--- config.mk ---
export PLATFORM = sky130hd
export DESIGN_NAME = lsu_lane_unit
export DESIGN_NICKNAME = d
export VERILOG_FILES = /design/src/rtl/lsu_pkg.sv /design/src/rtl/lsu_ctrl.sv /design/src/rtl/lsu_datapath.sv /design/src/rtl/lsu_lane_unit.sv
export SDC_FILE = /design/constraint.sdc
export NUM_CORES = 1
export LEC_CHECK = 0
export BUFFER_PORTS_ARGS = -buffer_cell sky130_fd_sc_hd__buf_2
export CAP_MARGIN = 5
export CORE_MARGIN = 2
export CORE_UTILIZATION = 30
export CTS_CLUSTER_SIZE = 30
export DETAILED_ROUTE_END_ITERATION = 10
export PLACE_DENSITY = 0.65
export SLEW_MARGIN = 5
export SYNTH_ARGS = -nofsm -noshare
export SYNTH_HDL_FRONTEND = slang
export SYNTH_SLANG_ARGS = --single-unit
--- constraint.sdc ---
create_clock -name clk -period 2.8 [get_ports clk]
set_input_delay 0.56 -clock clk [delete_from_list [all_inputs] [get_ports clk]]
set_output_delay 0.56 -clock clk [all_outputs]
set_load 0.005 [all_outputs]
--- src/rtl/lsu_pkg.sv ---
package lsu_pkg;
  localparam logic [5:0] OP_LD_BYTE_S = 6'h20;
  localparam logic [5:0] OP_LD_HALF_S = 6'h21;
  localparam logic [5:0] OP_LD_WORD   = 6'h23;
  localparam logic [5:0] OP_LD_BYTE_U = 6'h24;
  localparam logic [5:0] OP_LD_HALF_U = 6'h25;
  localparam logic [5:0] OP_ST_BYTE   = 6'h28;
  localparam logic [5:0] OP_ST_HALF   = 6'h29;
  localparam logic [5:0] OP_ST_WORD   = 6'h2B;

  typedef enum logic [1:0] {
    SZ_BYTE = 2'd0,
    SZ_HALF = 2'd1,
    SZ_WORD = 2'd2
  } accSize_t;

  typedef struct packed {
    logic     accessEn;
    logic     writeEn;
    logic     signExt;
    accSize_t size;
  } accStrobe_t;
endpackage

--- src/rtl/lsu_ctrl.sv ---
module lsu_ctrl
  import lsu_pkg::*;
#(
  parameter int LANE_BITS = 2
) (
  input  logic                 reqValid,
  input  logic [5:0]           reqOp,
  input  logic [LANE_BITS-1:0] addrLow,
  output accStrobe_t           strb,
  output logic                 misalign
);
  logic     known;
  logic     isStore;
  logic     signedLd;
  accSize_t size;
  logic     badAlign;

  always_comb begin
    known    = 1'b1;
    isStore  = 1'b0;
    signedLd = 1'b0;
    size     = SZ_WORD;
    case (reqOp)
      OP_LD_BYTE_S: begin size = SZ_BYTE; signedLd = 1'b1; end
      OP_LD_BYTE_U: size = SZ_BYTE;
      OP_LD_HALF_S: begin size = SZ_HALF; signedLd = 1'b1; end
      OP_LD_HALF_U: size = SZ_HALF;
      OP_LD_WORD:   size = SZ_WORD;
      OP_ST_BYTE:   begin size = SZ_BYTE; isStore = 1'b1; end
      OP_ST_HALF:   begin size = SZ_HALF; isStore = 1'b1; end
      OP_ST_WORD:   begin size = SZ_WORD; isStore = 1'b1; end
      default:      known = 1'b0;
    endcase
  end

  always_comb begin
    case (size)
      SZ_HALF: badAlign = addrLow[0];
      SZ_WORD: badAlign = (addrLow != '0);
      default: badAlign = 1'b0;
    endcase
  end

  assign misalign      = reqValid && known && badAlign;
  assign strb.accessEn = reqValid && known && !badAlign;
  assign strb.writeEn  = reqValid && known && !badAlign && isStore;
  assign strb.signExt  = signedLd;
  assign strb.size     = size;
endmodule

--- src/rtl/lsu_datapath.sv ---
module lsu_datapath
  import lsu_pkg::*;
#(
  parameter int DATA_W   = 32,
  parameter int OFFSET_W = 16
) (
  input  logic                        clk,
  input  logic                        rstN,
  input  accStrobe_t                  strb,
  input  logic [DATA_W-1:0]           reqBase,
  input  logic [OFFSET_W-1:0]         reqOffset,
  input  logic [DATA_W-1:0]           reqStoreData,
  output logic [$clog2(DATA_W/8)-1:0] addrLow,
  output logic [DATA_W-$clog2(DATA_W/8)-1:0] memWordAddr,
  output logic [DATA_W/8-1:0]         memByteEn,
  output logic [DATA_W-1:0]           memWrData,
  input  logic [DATA_W-1:0]           memRdData,
  output logic                        loadValid,
  output logic [DATA_W-1:0]           loadData
);
  localparam int LANES     = DATA_W / 8;
  localparam int HALVES    = LANES / 2;
  localparam int LANE_BITS = $clog2(LANES);

  logic [DATA_W-1:0] effAddr;
  assign effAddr     = reqBase + {{(DATA_W-OFFSET_W){reqOffset[OFFSET_W-1]}}, reqOffset};
  assign addrLow     = effAddr[LANE_BITS-1:0];
  assign memWordAddr = effAddr[DATA_W-1:LANE_BITS];

  // Lane i holds bits [8i+7:8i]; big-endian byte offset of that lane is LANES-1-i.
  for (genvar i = 0; i < LANES; i++) begin : g_lane
    logic byteHit;
    logic halfHit;
    assign byteHit = (addrLow == LANE_BITS'(LANES - 1 - i));
    assign halfHit = (addrLow[LANE_BITS-1:1] == (LANE_BITS-1)'((LANES - 1 - i) / 2));
    always_comb begin
      case (strb.size)
        SZ_BYTE: memByteEn[i] = strb.accessEn && byteHit;
        SZ_HALF: memByteEn[i] = strb.accessEn && halfHit;
        default: memByteEn[i] = strb.accessEn;
      endcase
    end
  end

  always_comb begin
    case (strb.size)
      SZ_BYTE: memWrData = {LANES{reqStoreData[7:0]}};
      SZ_HALF: memWrData = {HALVES{reqStoreData[15:0]}};
      default: memWrData = reqStoreData;
    endcase
  end

  // Load response bookkeeping for the synchronous memory.
  logic                 respValid;
  logic                 respSigned;
  accSize_t             respSize;
  logic [LANE_BITS-1:0] respLow;

  always_ff @(posedge clk) begin
    if (!rstN) begin
      respValid  <= 1'b0;
      respSigned <= 1'b0;
      respSize   <= SZ_WORD;
      respLow    <= '0;
    end else begin
      respValid  <= strb.accessEn && !strb.writeEn;
      respSigned <= strb.signExt;
      respSize   <= strb.size;
      respLow    <= addrLow;
    end
  end

  logic [DATA_W-1:0] byteShifted;
  logic [DATA_W-1:0] halfShifted;
  logic [7:0]        pickByte;
  logic [15:0]       pickHalf;

  always_comb begin
    byteShifted = memRdData >> (8 * (LANES - 1 - int'(respLow)));
    halfShifted = memRdData >> (16 * (HALVES - 1 - int'(respLow[LANE_BITS-1:1])));
    pickByte    = byteShifted[7:0];
    pickHalf    = halfShifted[15:0];
    if (!respValid) begin
      loadData = '0;
    end else begin
      case (respSize)
        SZ_BYTE: loadData = {{(DATA_W-8){respSigned && pickByte[7]}}, pickByte};
        SZ_HALF: loadData = {{(DATA_W-16){respSigned && pickHalf[15]}}, pickHalf};
        default: loadData = memRdData;
      endcase
    end
  end
  assign loadValid = respValid;

  assert_byte_one_lane_R3: assert property (@(posedge clk) disable iff (!rstN)
    (strb.accessEn && strb.size == SZ_BYTE) |-> $countones(memByteEn) == 1);
  assert_half_two_lanes_R4: assert property (@(posedge clk) disable iff (!rstN)
    (strb.accessEn && strb.size == SZ_HALF) |-> (memByteEn == 4'b1100 || memByteEn == 4'b0011));
  assert_word_all_lanes_R5: assert property (@(posedge clk) disable iff (!rstN)
    (strb.accessEn && strb.size == SZ_WORD) |-> memByteEn == '1);
  assert_unsigned_byte_upper_R8: assert property (@(posedge clk) disable iff (!rstN)
    (loadValid && respSize == SZ_BYTE && !respSigned) |-> loadData[DATA_W-1:8] == '0);
  assert_idle_data_zero_R9: assert property (@(posedge clk) disable iff (!rstN)
    !loadValid |-> loadData == '0);
endmodule

--- src/rtl/lsu_lane_unit.sv ---
module lsu_lane_unit
  import lsu_pkg::*;
#(
  parameter int DATA_W   = 32,
  parameter int OFFSET_W = 16
) (
  input  logic                        clk,
  input  logic                        rstN,
  input  logic                        reqValid,
  input  logic [5:0]                  reqOp,
  input  logic [DATA_W-1:0]           reqBase,
  input  logic [OFFSET_W-1:0]         reqOffset,
  input  logic [DATA_W-1:0]           reqStoreData,
  output logic                        memEn,
  output logic                        memWe,
  output logic [DATA_W-$clog2(DATA_W/8)-1:0] memWordAddr,
  output logic [DATA_W/8-1:0]         memByteEn,
  output logic [DATA_W-1:0]           memWrData,
  input  logic [DATA_W-1:0]           memRdData,
  output logic                        misalign,
  output logic                        loadValid,
  output logic [DATA_W-1:0]           loadData
);
  localparam int LANE_BITS = $clog2(DATA_W / 8);

  accStrobe_t           strb;
  logic [LANE_BITS-1:0] addrLow;

  lsu_ctrl #(.LANE_BITS(LANE_BITS)) i_ctrl (
    .reqValid (reqValid),
    .reqOp    (reqOp),
    .addrLow  (addrLow),
    .strb     (strb),
    .misalign (misalign)
  );

  lsu_datapath #(.DATA_W(DATA_W), .OFFSET_W(OFFSET_W)) i_dp (
    .clk          (clk),
    .rstN         (rstN),
    .strb         (strb),
    .reqBase      (reqBase),
    .reqOffset    (reqOffset),
    .reqStoreData (reqStoreData),
    .addrLow      (addrLow),
    .memWordAddr  (memWordAddr),
    .memByteEn    (memByteEn),
    .memWrData    (memWrData),
    .memRdData    (memRdData),
    .loadValid    (loadValid),
    .loadData     (loadData)
  );

  assign memEn = strb.accessEn;
  assign memWe = strb.writeEn;

  assert_misalign_no_access_R6: assert property (@(posedge clk) disable iff (!rstN)
    misalign |-> (!memEn && !memWe && memByteEn == '0));
  assert_idle_no_access_R2: assert property (@(posedge clk) disable iff (!rstN)
    !reqValid |-> (!memEn && !misalign));
  assert_load_follows_issue_R7: assert property (@(posedge clk) disable iff (!rstN)
    (memEn && !memWe) |=> loadValid);
  assert_no_spurious_load_R7: assert property (@(posedge clk) disable iff (!rstN)
    !(memEn && !memWe) |=> !loadValid);
endmodule

==> flow_summary.yaml <==
grt:
  met1_usage_pct: 25.0
  grt_max_degree: 27
  gr-total-overflow: 0
  groute.layer.met3.usage_pct: 3.19
  top_usage_layer: "met2"
  grt_use_met2_pct: 41.2
  grt_pass1_wl_um: 19100
  grt_pass1_vias: 4225
  antenna_found_initial: 0
  grtUsageTotal_pct: 22.1
setup_path:
  worstSetupEndpointType: "output pin"
  slowest_delay_ns: 0.45
  critPathBufInv: 2
  required_ns: 2.24
  cp_cell_sequence: "buf_6 -> ha_4 -> o211ai_1 -> o211ai_4 -> a31oi_4 -> or4_4 -> o31ai_4 -> a311o_1 -> xor2_1 -> buf_2"
  slowest_stage: "or4_4"
  arrival_ns: 2.73
  crit_fanout: 3
  start_kind: "input port"
  critPathKind: "in2out"
  crit_family: "compound AO/OA/AOI/OAI gates"
yosys:
  ys_seq_area_share_pct: 4.09
  synth.avg_cell_area_sq_um: 6.39
  synth_fp_nets: 613
  ys.flop_type: "dfxtp_1"
  netlist_area_sq_um: 2940
  async_flop_share_pct: 0
  synth.most_common_cell: "nand2_1"
  yosysTopAreaCellShare_pct: 13.2
  yosys.area.top_type: "ha_1"
  yosys_warnings: 0
  synth-edff-count: 0
  synth_common_cells: "nand2_1 (69), a21oi_1 (62), o21ai_0 (48), ha_1 (31), inv_1 (30)"
  yosys-top-cells-area: "ha_1 (13%), a21oi_1 (11%), nand2_1 (8.8%)"
  ys_seq_elements: 6
  post_synth_inst_count: 460
  synth_cell_types: 51
routing:
  num_vias: 4513
  postRouteAntennaNets: 0
  wirelength_um: 12800
  drtIter0Drc: 139
  drc: 0
  drt-wirelength-per-cell_um: 14.3
  via_per_inst: 5.06
  firstDrtPassIters: 5
min_path:
  hold_end: "i_dp.respSize[1]"
  min_path_type: "in2reg"
  hold_start: "rstN"
  hold_depth: 2
cells_and_area:
  finish.net_count: 914
  drive_gt1_share_pct: 54.4
  n_antenna_cell: 0
  syn_to_final_growth_pct: 88.9
  stdcell_count: 892
  utilization_pct: 57.6
die:
  die_h_um: 103
  coreArea_sq_um: 9640
  die_w_um: 103
  dieArea_sq_um: 10600
  ios: 223
  start_util_pct: 30.5
  std_cell_rows: 36
cts:
  clock_path_buffers: 2
  cts_buffers: 3
  cts_hold_buf: 0
  cts.clk_slew.worst_paths_ns: 0.03
  cts_sinks: 6
  htreeDepth: 1
  cts_tree: "built"
  root_buffer: "clkbuf_8"
timing:
  hold-worst-slack_ns: 0.542
  timing.final.crit_share_pct: 117
  rsz0062_at_grt: "yes"
  tightestPinTransition_ns: 0.481
  setup_violations: 22
  finalHoldViolations: 0
  maxSlewViolCount: 0
  fmax_mhz: 304
  fin_setup_tns_ns: -4.40
  layout_setup_ws_ns: -0.488
  period_needed_ns: 3.29
  max_slew_margin_pct: 67.9
status:
  violations: "negative setup slack"
  status: "complete, but fails checks"
placed_design:
  portBuffers: 222
  hpwl_um: 10000
  dp.cells: 873
  gp_congestion: 0.948
power:
  power.leakage_nw: 2.88
  ir_worst_vdd_mv: 0.149
  powerDensity_nw_per_um2: 245
job:
  cap_violations: 0
through the flow:
| stage | setup slack (ns) | cell area (sq um) | power [mW] |
|---|---|---|---|
| after global routing | -0.545 | 5560 | 1.47 |
| after CTS | -0.411 | 5390 | 1.30 |
| final | -0.488 | 5560 | 1.36 |
| after floorplan | -0.0372 | 3080 | 0.592 |
| after global placement | -0.452 | 4860 | 1.03 |
| after detailed placement | -0.502 | 4860 | 1.04 |
cell usage in the layout, fill, tap and decap left out, types with 10 or more instances in the layout:
cell	count
a21o_1	14
a21oi_1	44
a21oi_2	15
buf_2	212
buf_4	92
buf_6	17
ha_1	14
ha_4	17
inv_1	28
mux2i_1	10
nand2_1	65
nor2_1	22
o21ai_0	46
xnor2_1	21
cell type report:
cell class | instances | area (sq um)
clock buffers | 3 | 41.3
fillers | 935 | 4080
inverters | 30 | 113
multi-input cells | 397 | 3130
flip-flops and latches | 6 | 120
well taps | 133 | 166
repair buffers | 323 | 1980
layer usage:
layer	up-vias	wire length (um)
met5	-	0
met4	0	412
met3	38	765
met2	170	6500
met1	2066	5090
li1	2239	-
worst max-delay path by stage:
stage,from,endpoint,slack (ns),cells after the start
after floorplan,reqOffset[4],memWordAddr[25],-0.04,8
after global routing,reqOffset[3],memWordAddr[25],-0.55,10
after detailed placement,reqBase[1],memWordAddr[25],-0.50,10
after CTS,reqOffset[2],memWordAddr[25],-0.41,10
final,reqOffset[3],memWordAddr[25],-0.49,10
after global placement,reqBase[1],memWordAddr[25],-0.45,10
kinds of logic (layout without fill, tap and decap cells):
group / after synthesis / after routing / synth area share (%)
buffers and inverters: 57 / 356 / 8.34
DFF: 6 / 6 / 4.09
xor gates and xnor gates: 32 / 32 / 9.53
AOI/OAI and AO/OA: 170 / 170 / 34.4
adders and majority gates: 32 / 32 / 13.9
muxes: 19 / 19 / 6.85
and+or+nand+nor: 144 / 144 / 22.9
report_power, final:
group / internal, mW / total (mW) / switching, mW / leakage, nW
combinational: 0.598 / 1.14 / 0.542 / 2.81
sequential: 0.0896 / 0.0950 / 0.00534 / 0.0490
clock: 0.0920 / 0.125 / 0.0334 / 0.0216
total: 0.780 / 1.36 / 0.581 / 2.88
what timing repair did:
action / 4_1_cts / 5_1_grt
resized for setup: 73 / 26
endpoints found under the setup margin: 22 / 30
buffers inserted: 9 / 10
pin swaps: 48 / 40
state kept, by name, indices dropped and copies added, names as in the netlist:
register	count
i_dp.loadValid	1
i_dp.respSigned	1
i_dp.respLow	2
i_dp.respSize	2
Power figures use the tool's default switching activity.
